===== src/rtl/refill_pkg.sv =====
package refill_pkg;
  localparam int HALF_W  = 16;
  localparam int INSTR_W = 32;
  localparam int MAX_LEN = 16;

  localparam logic [1:0] TK_FIRST = 2'd0;
  localparam logic [1:0] TK_COUNT = 2'd1;
  localparam logic [1:0] TK_SYM   = 2'd2;
  localparam logic [1:0] TK_INDEX = 2'd3;

  typedef enum logic [2:0] {
    ST_IDLE, ST_LOOK, ST_PASS, ST_HI, ST_LO, ST_DRAIN
  } refill_st_e;

  typedef enum logic [1:0] {DS_IDLE, DS_RUN, DS_SYM} dec_st_e;
endpackage


===== src/rtl/refill_index.sv =====
module refill_index #(
  parameter int IDX_DEPTH = 64,
  parameter int ADDR_W    = 32
) (
  input  logic                         clk,
  input  logic                         wr_en,
  input  logic [$clog2(IDX_DEPTH)-1:0] wr_addr,
  input  logic [ADDR_W-1:0]            wr_data,
  input  logic [$clog2(IDX_DEPTH)-1:0] rd_addr,
  output logic [ADDR_W-1:0]            rd_data
);
  logic [ADDR_W-1:0] mem_q [IDX_DEPTH];

  always_ff @(posedge clk) begin
    if (wr_en) mem_q[wr_addr] <= wr_data;
    rd_data <= mem_q[rd_addr];
  end
endmodule


===== src/rtl/refill_fetch.sv =====
module refill_fetch #(
  parameter int ADDR_W = 32
) (
  input  logic              clk,
  input  logic              rst,
  input  logic              start,
  input  logic [ADDR_W-1:0] start_addr,
  input  logic              run,
  input  logic              pass,
  input  logic              consume,
  output logic              bit_valid,
  output logic              bit_out,
  output logic              mem_req,
  output logic [ADDR_W-1:0] mem_addr,
  input  logic              mem_rvalid,
  input  logic [31:0]       mem_rdata,
  output logic              outstanding
);
  localparam int BUF_W = 64;

  logic [BUF_W-1:0]  bits_q, shifted, placed;
  logic [6:0]        cnt_q, cnt_c;
  logic [ADDR_W-1:0] next_q;

  assign bit_valid = (cnt_q != 7'd0);
  assign bit_out   = bits_q[BUF_W-1];

  always_comb begin
    shifted = consume ? (bits_q << 1) : bits_q;
    cnt_c   = cnt_q - {6'd0, consume};
    placed  = {mem_rdata, 32'd0} >> cnt_c;
  end

  always_ff @(posedge clk) begin
    if (rst) begin
      bits_q      <= '0;
      cnt_q       <= '0;
      next_q      <= '0;
      mem_addr    <= '0;
      mem_req     <= 1'b0;
      outstanding <= 1'b0;
    end else begin
      mem_req <= 1'b0;
      if (mem_rvalid) outstanding <= 1'b0;
      if (start) begin
        bits_q <= '0;
        cnt_q  <= '0;
        next_q <= start_addr;
      end else begin
        if (mem_rvalid && !pass) begin
          bits_q <= shifted | placed;
          cnt_q  <= cnt_c + 7'd32;
        end else begin
          bits_q <= shifted;
          cnt_q  <= cnt_c;
        end
        if (run && !outstanding && (pass || cnt_q < 7'd32)) begin
          mem_req     <= 1'b1;
          outstanding <= 1'b1;
          mem_addr    <= next_q;
          next_q      <= next_q + ADDR_W'(4);
        end
      end
    end
  end
endmodule


===== src/rtl/refill_prefix_dec.sv =====
module refill_prefix_dec
  import refill_pkg::*;
#(
  parameter int SYM_DEPTH = 32,
  parameter int TBL_AW    = 8
) (
  input  logic              clk,
  input  logic              rst,
  input  logic              wr_en,
  input  logic [1:0]        wr_kind,
  input  logic              wr_half,
  input  logic [TBL_AW-1:0] wr_addr,
  input  logic [HALF_W-1:0] wr_data,
  input  logic              start,
  input  logic              start_half,
  input  logic              bit_valid,
  input  logic              bit_in,
  output logic              consume,
  output logic              sym_valid,
  output logic [HALF_W-1:0] sym,
  output logic              err
);
  localparam int SYM_AW = $clog2(SYM_DEPTH);
  localparam int LEN_W  = $clog2(MAX_LEN);

  dec_st_e           st_q;
  logic              half_q;
  logic [HALF_W-1:0] code_q, base_q, cand, diff, f_cur, n_cur;
  logic [LEN_W-1:0]  len_q;
  logic              hit;
  logic [SYM_AW-1:0] rd_addr;
  logic [HALF_W-1:0] first_q [2][MAX_LEN];
  logic [HALF_W-1:0] count_q [2][MAX_LEN];
  logic [1:0][HALF_W-1:0] rd_all;

  always_ff @(posedge clk) begin
    if (wr_en && wr_kind == TK_FIRST) first_q[wr_half][wr_addr[LEN_W-1:0]] <= wr_data;
    if (wr_en && wr_kind == TK_COUNT) count_q[wr_half][wr_addr[LEN_W-1:0]] <= wr_data;
  end

  always_comb begin
    cand    = {code_q[HALF_W-2:0], bit_in};
    f_cur   = first_q[half_q][len_q];
    n_cur   = count_q[half_q][len_q];
    diff    = cand - f_cur;
    hit     = (cand >= f_cur) && (diff < n_cur);
    consume = (st_q == DS_RUN) && bit_valid;
    rd_addr = SYM_AW'(base_q + diff);
    err     = consume && !hit && (len_q == LEN_W'(MAX_LEN - 1));
  end

  for (genvar h = 0; h < 2; h++) begin : g_half
    logic [HALF_W-1:0] sym_mem [SYM_DEPTH];
    logic [HALF_W-1:0] rd_q;
    always_ff @(posedge clk) begin
      if (wr_en && wr_kind == TK_SYM && wr_half == h[0])
        sym_mem[wr_addr[SYM_AW-1:0]] <= wr_data;
      rd_q <= sym_mem[rd_addr];
    end
    assign rd_all[h] = rd_q;
  end

  assign sym_valid = (st_q == DS_SYM);
  assign sym       = rd_all[half_q];

  always_ff @(posedge clk) begin
    if (rst) begin
      st_q   <= DS_IDLE;
      half_q <= 1'b0;
      code_q <= '0;
      base_q <= '0;
      len_q  <= '0;
    end else if (start) begin
      st_q   <= DS_RUN;
      half_q <= start_half;
      code_q <= '0;
      base_q <= '0;
      len_q  <= '0;
    end else begin
      case (st_q)
        DS_RUN: if (consume) begin
          if (hit) st_q <= DS_SYM;
          else if (err) st_q <= DS_IDLE;
          else begin
            code_q <= cand;
            len_q  <= len_q + 1'b1;
            base_q <= base_q + n_cur;
          end
        end
        DS_SYM:  st_q <= DS_IDLE;
        default: st_q <= DS_IDLE;
      endcase
    end
  end
endmodule


===== src/rtl/refill_decomp.sv =====
module refill_decomp
  import refill_pkg::*;
#(
  parameter int ADDR_W     = 32,
  parameter int IDX_DEPTH  = 64,
  parameter int SYM_DEPTH  = 32,
  parameter int TBL_AW     = 8,
  parameter int LINE_WORDS = 16
) (
  input  logic                          clk,
  input  logic                          rst,
  input  logic                          tbl_we,
  input  logic [1:0]                    tbl_kind,
  input  logic                          tbl_half,
  input  logic [TBL_AW-1:0]             tbl_addr,
  input  logic [31:0]                   tbl_wdata,
  input  logic                          miss_req,
  input  logic [ADDR_W-1:0]             miss_addr,
  input  logic                          miss_compressed,
  output logic                          mem_req,
  output logic [ADDR_W-1:0]             mem_addr,
  input  logic                          mem_rvalid,
  input  logic [31:0]                   mem_rdata,
  output logic                          fill_valid,
  output logic [$clog2(LINE_WORDS)-1:0] fill_idx,
  output logic [INSTR_W-1:0]            fill_data,
  output logic                          fill_done,
  output logic                          fill_err,
  output logic                          busy
);
  localparam int IDX_AW = $clog2(IDX_DEPTH);
  localparam int WI_W   = $clog2(LINE_WORDS);
  localparam int OFS_W  = $clog2(LINE_WORDS * 4);
  localparam logic [WI_W-1:0] LAST = WI_W'(LINE_WORDS - 1);

  refill_st_e        st_q;
  logic [WI_W-1:0]   word_q;
  logic [HALF_W-1:0] hi_q;
  logic [ADDR_W-1:0] idx_rd, fetch_addr;
  logic              fetch_start, run, pass, consume, bit_valid, bit_in, outstanding;
  logic              dec_start, dec_half, sym_valid, dec_err;
  logic [HALF_W-1:0] sym;

  always_comb begin
    fetch_start = (st_q == ST_IDLE && miss_req && !miss_compressed) || (st_q == ST_LOOK);
    fetch_addr  = (st_q == ST_LOOK) ? idx_rd : {miss_addr[ADDR_W-1:OFS_W], {OFS_W{1'b0}}};
    run         = (st_q == ST_PASS) || (st_q == ST_HI) || (st_q == ST_LO);
    pass        = (st_q == ST_PASS);
    dec_start   = (st_q == ST_LOOK) || (st_q == ST_HI && sym_valid) ||
                  (st_q == ST_LO && sym_valid && word_q != LAST);
    dec_half    = (st_q == ST_HI);
  end

  assign busy = (st_q != ST_IDLE);

  refill_index #(.IDX_DEPTH(IDX_DEPTH), .ADDR_W(ADDR_W)) u_index (
    .clk     (clk),
    .wr_en   (tbl_we && tbl_kind == TK_INDEX),
    .wr_addr (tbl_addr[IDX_AW-1:0]),
    .wr_data (tbl_wdata[ADDR_W-1:0]),
    .rd_addr (miss_addr[OFS_W +: IDX_AW]),
    .rd_data (idx_rd)
  );

  refill_fetch #(.ADDR_W(ADDR_W)) u_fetch (
    .clk         (clk),
    .rst         (rst),
    .start       (fetch_start),
    .start_addr  (fetch_addr),
    .run         (run),
    .pass        (pass),
    .consume     (consume),
    .bit_valid   (bit_valid),
    .bit_out     (bit_in),
    .mem_req     (mem_req),
    .mem_addr    (mem_addr),
    .mem_rvalid  (mem_rvalid),
    .mem_rdata   (mem_rdata),
    .outstanding (outstanding)
  );

  refill_prefix_dec #(.SYM_DEPTH(SYM_DEPTH), .TBL_AW(TBL_AW)) u_dec (
    .clk        (clk),
    .rst        (rst),
    .wr_en      (tbl_we),
    .wr_kind    (tbl_kind),
    .wr_half    (tbl_half),
    .wr_addr    (tbl_addr),
    .wr_data    (tbl_wdata[HALF_W-1:0]),
    .start      (dec_start),
    .start_half (dec_half),
    .bit_valid  (bit_valid),
    .bit_in     (bit_in),
    .consume    (consume),
    .sym_valid  (sym_valid),
    .sym        (sym),
    .err        (dec_err)
  );

  always_ff @(posedge clk) begin
    if (rst) begin
      st_q       <= ST_IDLE;
      word_q     <= '0;
      hi_q       <= '0;
      fill_valid <= 1'b0;
      fill_idx   <= '0;
      fill_data  <= '0;
      fill_done  <= 1'b0;
      fill_err   <= 1'b0;
    end else begin
      fill_valid <= 1'b0;
      fill_err   <= 1'b0;
      fill_done  <= fill_valid && (fill_idx == LAST);
      case (st_q)
        ST_IDLE: if (miss_req) begin
          word_q <= '0;
          st_q   <= miss_compressed ? ST_LOOK : ST_PASS;
        end
        ST_LOOK: st_q <= ST_HI;
        ST_PASS: if (mem_rvalid) begin
          fill_valid <= 1'b1;
          fill_data  <= mem_rdata;
          fill_idx   <= word_q;
          word_q     <= word_q + 1'b1;
          if (word_q == LAST) st_q <= ST_DRAIN;
        end
        ST_HI, ST_LO: begin
          if (dec_err) begin
            fill_err  <= 1'b1;
            fill_done <= 1'b1;
            st_q      <= ST_DRAIN;
          end else if (sym_valid) begin
            if (st_q == ST_HI) begin
              hi_q <= sym;
              st_q <= ST_LO;
            end else begin
              fill_valid <= 1'b1;
              fill_data  <= {hi_q, sym};
              fill_idx   <= word_q;
              word_q     <= word_q + 1'b1;
              st_q       <= (word_q == LAST) ? ST_DRAIN : ST_HI;
            end
          end
        end
        ST_DRAIN: if (!outstanding) st_q <= ST_IDLE;
        default:  st_q <= ST_IDLE;
      endcase
    end
  end
endmodule


===== config.mk =====
export PLATFORM = sky130hd
export DESIGN_NAME = refill_decomp
export DESIGN_NICKNAME = d
export VERILOG_FILES = /design/src/rtl/refill_pkg.sv /design/src/rtl/refill_index.sv /design/src/rtl/refill_fetch.sv /design/src/rtl/refill_prefix_dec.sv /design/src/rtl/refill_decomp.sv
export SDC_FILE = /design/constraint.sdc
export NUM_CORES = 2
export LEC_CHECK = 0
export CAP_MARGIN = 5
export CORE_ASPECT_RATIO = 0.8
export CORE_UTILIZATION = 50
export DETAILED_ROUTE_END_ITERATION = 6
export DONT_BUFFER_PORTS = 1
export GPL_TIMING_DRIVEN = 0
export SETUP_SLACK_MARGIN = 0.05
export SYNTH_ARGS = -nofsm -noshare
export SYNTH_HDL_FRONTEND = slang
export SYNTH_SLANG_ARGS = --single-unit

===== constraint.sdc =====
create_clock -name clk -period 9.62 [get_ports clk]
set_clock_uncertainty 0.1 [all_clocks]
set_input_delay 1.443 -clock clk [delete_from_list [all_inputs] [get_ports clk]]
set_output_delay 1.443 -clock clk [all_outputs]
set_load 0.005 [all_outputs]

# == Yosys cells after proc, flatten, opt, wreduce, memory -nomap -nowiden ==
# Memories as Yosys holds them, arrays and structs flattened. A register that Yosys moved wholly into a read port is not among the register bits.
# Cells that the tools add are included.
# totals
ff_bits,237
ram_bits,4096
output_inout_bits,73
elab_cells,198
memories,5
# memory_table
name,depth,width,rd,rd_clocked_by_memory_dff,wr,line,text
u_index.mem_q,64,32,1,1,1,refill_index.sv:12,logic [ADDR_W-1:0] mem_q [IDX_DEPTH];
u_dec.count_q,2,256,1,1,1,refill_prefix_dec.sv:33,logic [HALF_W-1:0] count_q [2][MAX_LEN];
u_dec.first_q,2,256,1,1,1,refill_prefix_dec.sv:32,logic [HALF_W-1:0] first_q [2][MAX_LEN];
u_dec.g_half[0].sym_mem,32,16,1,1,1,refill_prefix_dec.sv:53,logic [HALF_W-1:0] sym_mem [SYM_DEPTH];
u_dec.g_half[1].sym_mem,32,16,1,1,1,refill_prefix_dec.sv:53,
# op_classes
addsub,8
magnitude_cmp,7
eq_ne,24
shifts,1
n_mux,73
n_bitwise,9
n_reduce_logical,51
# ops
operator,n
256-bit 2-to-1 mux,2
32-bit 2-to-1 mux,7
16-bit binary-select mux with 4-bit select,2
64-bit 2-to-1 mux,2
16-bit 2-to-1 mux,7
16-bit demux with 4-bit select,1
64-bit bitwise OR,1
32-bit case mux with 2 select lines,1
64-bit by 7-bit right shift with 64-bit output,1
4-bit 2-to-1 mux,9
"32-bit by 3-bit adder with 32-bit output, second input constant",1
1-bit 2-to-1 mux,26
3-bit 2-to-1 mux,8
1-bit logical AND,20
16-bit adder,1
16-bit >= comparator,1
16-bit < comparator,1
16-bit subtractor,1
3-bit case mux with 5 select lines,1
"2-bit != test, second input constant",7
"4-bit equality test, second input constant",3
4-bit case mux with 3 select lines,1
"5-bit >= comparator, second input constant",2
4-bit NOT with 5-bit output,2
33 further kinds,65

# == Logic depth before layout (Yosys ltp) ==
# logic_depth
ltp_word,15
ltp_mapped,29

# == Hierarchy ==
# Synthesis repeated with hierarchy kept, for this count alone.
# unflattened
cells_unflattened,8802
hier_area_um2,172599.3
# by_module_without_submodules
mod,instances,cells_each,area_each_um2
refill_prefix_dec,1,3824,81511.9
refill_index,1,3511,79039.6
refill_fetch,1,1082,8871.0
refill_decomp,1,385,3176.8

# == Worst setup path after synthesis ==
# OpenSTA, ideal clock, no wires.
# synth_timing
path_kind,reg2reg
start,register with a tool-made name
end,register st_q[2]
setup_time_ns,0.122
t_arrival_ns,6.540
required_time_ns,9.398
path_slack_ns,2.859
stages_incl_launch_ff,29
path_cell_list,dfxtp_1 buf_6 buf_6 buf_2 buf_1 buf_1 mux4_2 mux4_2 nand2_1 nand2_1 ha_1 nor2b_1 o21ai_0 a21boi_0 o21ai_0 a2111o_1 and4_1 nor2_1 xor2_1 ha_1 a21o_1 a21o_1 a221o_1 a41oi_1 a21boi_1 buf_2 o211ai_1 and2_1 a221o_1
# synth_lines
item,line,text
"end signal, assigned",refill_decomp.sv:117,st_q <= miss_compressed ? ST_LOOK : ST_PASS;
"end signal, assigned",refill_decomp.sv:141,st_q <= (word_q == LAST) ? ST_DRAIN : ST_HI;
"end, declared",refill_decomp.sv:36,refill_st_e st_q;

# == Worst setup path in the final report ==
# layout_timing
start,register u_dec.len_q[0]
end,register st_q[2]
# layout_between
elab_chain_len,12
# layout_rtl
item,line,text
"start, declared",refill_prefix_dec.sv:29,logic [LEN_W-1:0] len_q;
"start signal, assigned",refill_prefix_dec.sv:86,len_q <= len_q + 1'b1;
4-bit NOT with 5-bit output (not written as such),"refill_prefix_dec.sv:43, refill_prefix_dec.sv:44",
16-bit binary-select mux with 4-bit select,refill_prefix_dec.sv:43,f_cur = first_q[half_q][len_q];
16-bit 2-to-1 mux (not written as such) (2 in series),refill_prefix_dec.sv:43,
16-bit subtractor,refill_prefix_dec.sv:45,diff = cand - f_cur;
16-bit < comparator,refill_prefix_dec.sv:46,hit = (cand >= f_cur) && (diff < n_cur);
1-bit logical AND,refill_prefix_dec.sv:46,
1-bit logical NOT,refill_prefix_dec.sv:49,err = consume && !hit && (len_q == LEN_W'(MAX_LEN - 1));
1-bit logical AND,refill_prefix_dec.sv:49,
1-bit logical AND *,refill_prefix_dec.sv:49,
3-bit != test (no source line) / 3-bit 2-to-1 mux (equally long branches),n/a,
5-bit AND reduction (no source line) / 3-bit case mux with 5 select lines (equally long branches),n/a,
# Every way passes the cells marked *; elsewhere a longest branch is shown, timed or not. The select of a mux whose other input is x is not followed.
# A chain may end at the register's enable or synchronous reset.

==> flow_summary.rst <==
.. list-table::
   :header-rows: 1

   * - Metric
     - Value
   * - Run status
     - complete, but fails checks
   * - Failing checks
     - design-rule violations
   * - Power density over cell area
     - 241 nW/um2
   * - Post-synth ARST share
     - 0%
   * - GR Overflow Total
     - 0
   * - Main combinational cell family by area after synthesis
     - multiplexers
   * - Buffers inserted during post-CTS setup optimization
     - 0
   * - Count of cells along the worst hold path
     - 2
   * - Total wire length
     - 469,000 um
   * - Avg Vias per Cell
     - 6.34
   * - Seq. cell area
     - 129,000 um2
   * - Leak Pwr
     - 60.2 nW
   * - Overall Power
     - 0.0469 W
   * - Met3 wirelength from detailed routing
     - 47,200 um
   * - Kind of end point of the critical path
     - flop
   * - Highest routing layer actually used
     - met5
   * - Maximum VDD drop
     - 0.000168 V
   * - Dominant synthesized flop cell
     - sky130_fd_sc_hd__edfxtp_1
   * - Min Clock Period, post-route
     - 9.10 ns
   * - Remaining DRCs
     - 55
   * - Layout Area Growth over Synthesis
     - 13.8%
   * - Number of failing setup endpoints in the final timing report
     - 0
   * - NetSw
     - 0.0131 W
   * - Sequential cell fraction of total power
     - 45.7%
   * - Flop and latch count out of synthesis
     - 4,387
   * - Average routed wire per standard cell
     - 34.0 um
   * - Maximum root-to-sink buffer count
     - 4
   * - Compound-gate portion of the synthesized area
     - 1.75%
   * - Number of DRC markers in iteration 0
     - 12,478
   * - Instance area after placement
     - 180,000 um2
   * - Setup slack, reg-to-reg
     - 0.52 ns
   * - Simple-gate portion of the synthesized area
     - 3.45%
   * - Relative contribution of the clock network to total power
     - 35.1%
   * - Layout cell share with drive strength beyond 1
     - 25.6%
   * - Number of distinct library cells after synthesis
     - 69
   * - Category of the most critical setup path
     - flop to flop
   * - Clock tree from TritonCTS
     - built
   * - Footprint of the multi-input gates
     - 40,700 um2
   * - Adder-cell area share of the yosys netlist
     - 0.358%
   * - Die height
     - 524 um
   * - Min setup slack post-route
     - 0.521 ns
   * - CTS buffer count
     - 422
   * - Routability Congestion
     - 0.895
   * - Kind of start point of the critical path
     - flop
   * - Via count of the first global-routing pass
     - 85,361
   * - Number of cells traversed by the worst register-to-register path
     - 25
   * - Share of the clock period used by the worst path
     - 94.6%
   * - Count of buffers inserted at the top-level ports
     - 0
   * - Layout net count
     - 9,042
   * - RSZ-0062 raised after global routing
     - no
   * - Metal1 wirelength
     - 202,000 um
   * - Upper clock frequency limit
     - 0.110 GHz
   * - Post-detailed-route count of antenna-violating nets
     - 0
   * - Met2 wire length
     - 208,000 um
   * - Wire length of the first global-routing pass
     - 657,000 um
   * - Warnings from Yosys
     - 0
   * - Clock Sinks
     - 4,387
   * - Filler cells
     - 25,049
   * - Die area
     - 344,000 um2
   * - Worst-case setup slack after placement
     - -0.497 ns
   * - Final number of hold-violating endpoints
     - 0
   * - Clock-pin transition on the worst setup and hold timing paths
     - 0.07 ns
   * - Post-layout utilization of the core
     - 57.3%
   * - Crit-path max FO
     - 10
   * - End of the worst register-to-register path
     - st_q[2]
   * - Synthesized net count
     - 8,424
   * - Endpoint with the worst hold slack
     - u_fetch.next_q[4]
   * - Most common cell after layout, fill and taps aside
     - sky130_fd_sc_hd__edfxtp_1
   * - Sequential area share after synthesis
     - 75.5%
   * - Crit path DAT
     - 9.84 ns
   * - Iteration count of the initial detailed-routing pass
     - 7
   * - Chip width
     - 655 um
   * - Logic pwr share
     - 19.2%
   * - Root buffer cell
     - sky130_fd_sc_hd__clkbuf_16
   * - Antenna violations before repair
     - 38
   * - Commonest cells after routing, fill and taps aside
     - 4,096 x sky130_fd_sc_hd__edfxtp_1, 1,267 x sky130_fd_sc_hd__mux4_2, 686 x sky130_fd_sc_hd__nand2_1
   * - Number of rows in the core area
     - 191
   * - Post-Syn Area
     - 171,000 um2
   * - Reg2Reg Launch Point
     - u_dec.len_q[0]
   * - Io pins
     - 186
   * - Slew headroom
     - 4.87%
   * - Area of the placeable core
     - 339,000 um2
   * - Setup Total Neg Slack
     - 0 ns
   * - Post-synthesis share of cell area spent on xor and xnor gates
     - 0.205%
   * - Post-synth EDFFs
     - 4,096
   * - Required time at the endpoint of the critical path
     - 10.36 ns
   * - Internal power
     - 0.0338 W
   * - Initial Utilization
     - 50.3%
   * - Post-DP HPWL
     - 313,000 um
   * - Worst-margin pin slew
     - 1.43 ns
   * - Mean area per synthesized cell
     - 20.6 um2
   * - Overall Global Routing Usage
     - 27.2%
   * - Final instance area
     - 194,000 um2
   * - Number of max-slew violations in the final report
     - 0
   * - Class of the worst hold path
     - flop to flop
   * - Pin count of the biggest net entering global routing
     - 193
   * - Fraction of synthesized area in multiplexers
     - 17.6%
   * - Via total after detailed routing
     - 87,391
   * - Maximum level of the CTS H-tree
     - 5
   * - Max-cap viol count
     - 0
   * - Share of total power consumed by net switching
     - 28.0%
   * - Origin of the worst min-delay path
     - u_index.rd_data[4]
   * - Number of standard cells after synthesis
     - 8,264
   * - Clock network latency to the later pin of the worst-skew pair
     - 0.98 ns
[state kept, by name, indices dropped and copies added (netlist names), 7 cells and up, named ones only]
name,count
u_index.mem_q,2048
u_dec.g_half.sym_mem,1024
u_dec.count_q,512
u_dec.first_q,512
u_fetch.bits_q,64
fill_data,32
u_dec.g_half.rd_q,32
u_fetch.mem_addr,32
u_fetch.next_q,32
u_index.rd_data,32
hi_q,16
u_dec.code_q,15
u_fetch.cnt_q,7
[through the flow]
stage	cells	hold slack (ns)
after floorplan	8264	0.322
final	13791	0.348
after global placement	12799	0.357
after global routing	13778	0.381
after CTS	13772	0.342
after detailed placement	12989	0.358
[power by group through the flow]
stage	logic (W)	clock network, W	registers, W
5_1_grt	0.00951	0.0174	0.0215
3_5_place_dp	0.00889	0	0.0218
6_report	0.00899	0.0165	0.0214
3_3_place_gp	0.00880	0	0.0218
2_1_floorplan	0.00559	0	0.0217
4_1_cts	0.00894	0.0167	0.0214
[how the worst max path moves through the flow]
stage / startpoint / to / slack [ns] / depth (start not counted)
floorplan: flop / st_q[2] / 2.86 / 28
global placement: u_dec.len_q[0] / fill_done / -1.29 / 27
detailed placement: u_dec.len_q[0] / st_q[2] / -0.50 / 24
CTS: flop / st_q[2] / 0.06 / 26
global route: u_dec.len_q[0] / st_q[2] / 0.18 / 25
finish: u_dec.len_q[0] / st_q[2] / 0.52 / 25
[cells in the mapped netlist, types with 18 or more instances]
library cell	instances	area share [%]
sky130_fd_sc_hd__o21ai_0	79	0.23
sky130_fd_sc_hd__dfxtp_1	291	3.4
sky130_fd_sc_hd__nor2_1	368	0.81
sky130_fd_sc_hd__mux2_2	20	0.13
sky130_fd_sc_hd__nand2_1	686	1.5
sky130_fd_sc_hd__o211ai_1	20	0.088
sky130_fd_sc_hd__a22oi_1	25	0.11
sky130_fd_sc_hd__buf_1	140	0.31
sky130_fd_sc_hd__xnor2_1	28	0.14
sky130_fd_sc_hd__inv_1	30	0.066
sky130_fd_sc_hd__mux4_2	1267	17
sky130_fd_sc_hd__nor3_1	24	0.070
sky130_fd_sc_hd__nand3_1	184	0.54
sky130_fd_sc_hd__mux2i_1	121	0.71
sky130_fd_sc_hd__ha_1	44	0.32
sky130_fd_sc_hd__a211oi_1	45	0.20
sky130_fd_sc_hd__a31oi_1	69	0.25
sky130_fd_sc_hd__edfxtp_1	4096	72
sky130_fd_sc_hd__clkbuf_1	323	0.71
sky130_fd_sc_hd__nor2b_1	21	0.077
sky130_fd_sc_hd__nand2b_1	18	0.066
sky130_fd_sc_hd__a21oi_1	131	0.38
[critical path, stage by stage, from the launching register on]
cell and delay (ns):
sky130_fd_sc_hd__dfxtp_1 0.39, sky130_fd_sc_hd__clkbuf_2 0.36, sky130_fd_sc_hd__clkdlybuf4s15_2 0.60, sky130_fd_sc_hd__clkdlybuf4s15_2 0.57
sky130_fd_sc_hd__clkbuf_2 0.50, sky130_fd_sc_hd__mux4_2 0.38, sky130_fd_sc_hd__mux4_2 0.54, sky130_fd_sc_hd__mux2i_1 0.44
sky130_fd_sc_hd__ha_1 0.26, sky130_fd_sc_hd__o21ai_0 0.13, sky130_fd_sc_hd__a21boi_0 0.27, sky130_fd_sc_hd__o21ai_0 0.17
sky130_fd_sc_hd__a211oi_1 0.34, sky130_fd_sc_hd__a21o_1 0.17, sky130_fd_sc_hd__a21oi_1 0.07, sky130_fd_sc_hd__xnor2_1 0.27
sky130_fd_sc_hd__ha_1 0.31, sky130_fd_sc_hd__a21o_1 0.18, sky130_fd_sc_hd__a21o_1 0.21, sky130_fd_sc_hd__a2111oi_0 0.73
sky130_fd_sc_hd__a221oi_4 0.34, sky130_fd_sc_hd__a21boi_1 0.27, sky130_fd_sc_hd__buf_2 0.43, sky130_fd_sc_hd__o211ai_1 0.27
sky130_fd_sc_hd__and2_1 0.26, sky130_fd_sc_hd__a221o_1 0.34
[per-layer routing]
layer	track usage, %	up-vias
li1	-	35373
met1	42.9	47036
met2	39.5	4373
met3	5.43	601
met4	5.94	8
met5	0	-
[final cells by class]
type | instances | share of cell area [%]
well taps | 4535 | 2.92
multi-input cells | 3367 | 20.9
diodes | 15 | 0.0193
clock buffers | 526 | 5.85
flip-flops and latches | 4387 | 66.3
clock inverters | 257 | 1.16
inverters | 31 | 0.0599
repair buffers | 194 | 1.73
plain buffers | 479 | 0.988
[kinds of logic (layout without fill, tap and decap cells)]
logic type                 Yosys count  in the layout
adders and majority gates           47             47
DFF                               4387           4387
buffers and inverters              510           1487
muxes                             1408           1408
AOI/OAI and AO/OA                  475            475
other                                0             15
and+or+nand+nor                   1397           1397
xor gates and xnor gates            40             40
[repair_timing]
item,in CTS,in global routing
pin swaps,0,0
endpoints found under the setup margin,34,28
gates resized for setup,18,65
cloned,0,0
hold buffers,0,0
Power figures use the tool's default switching activity.
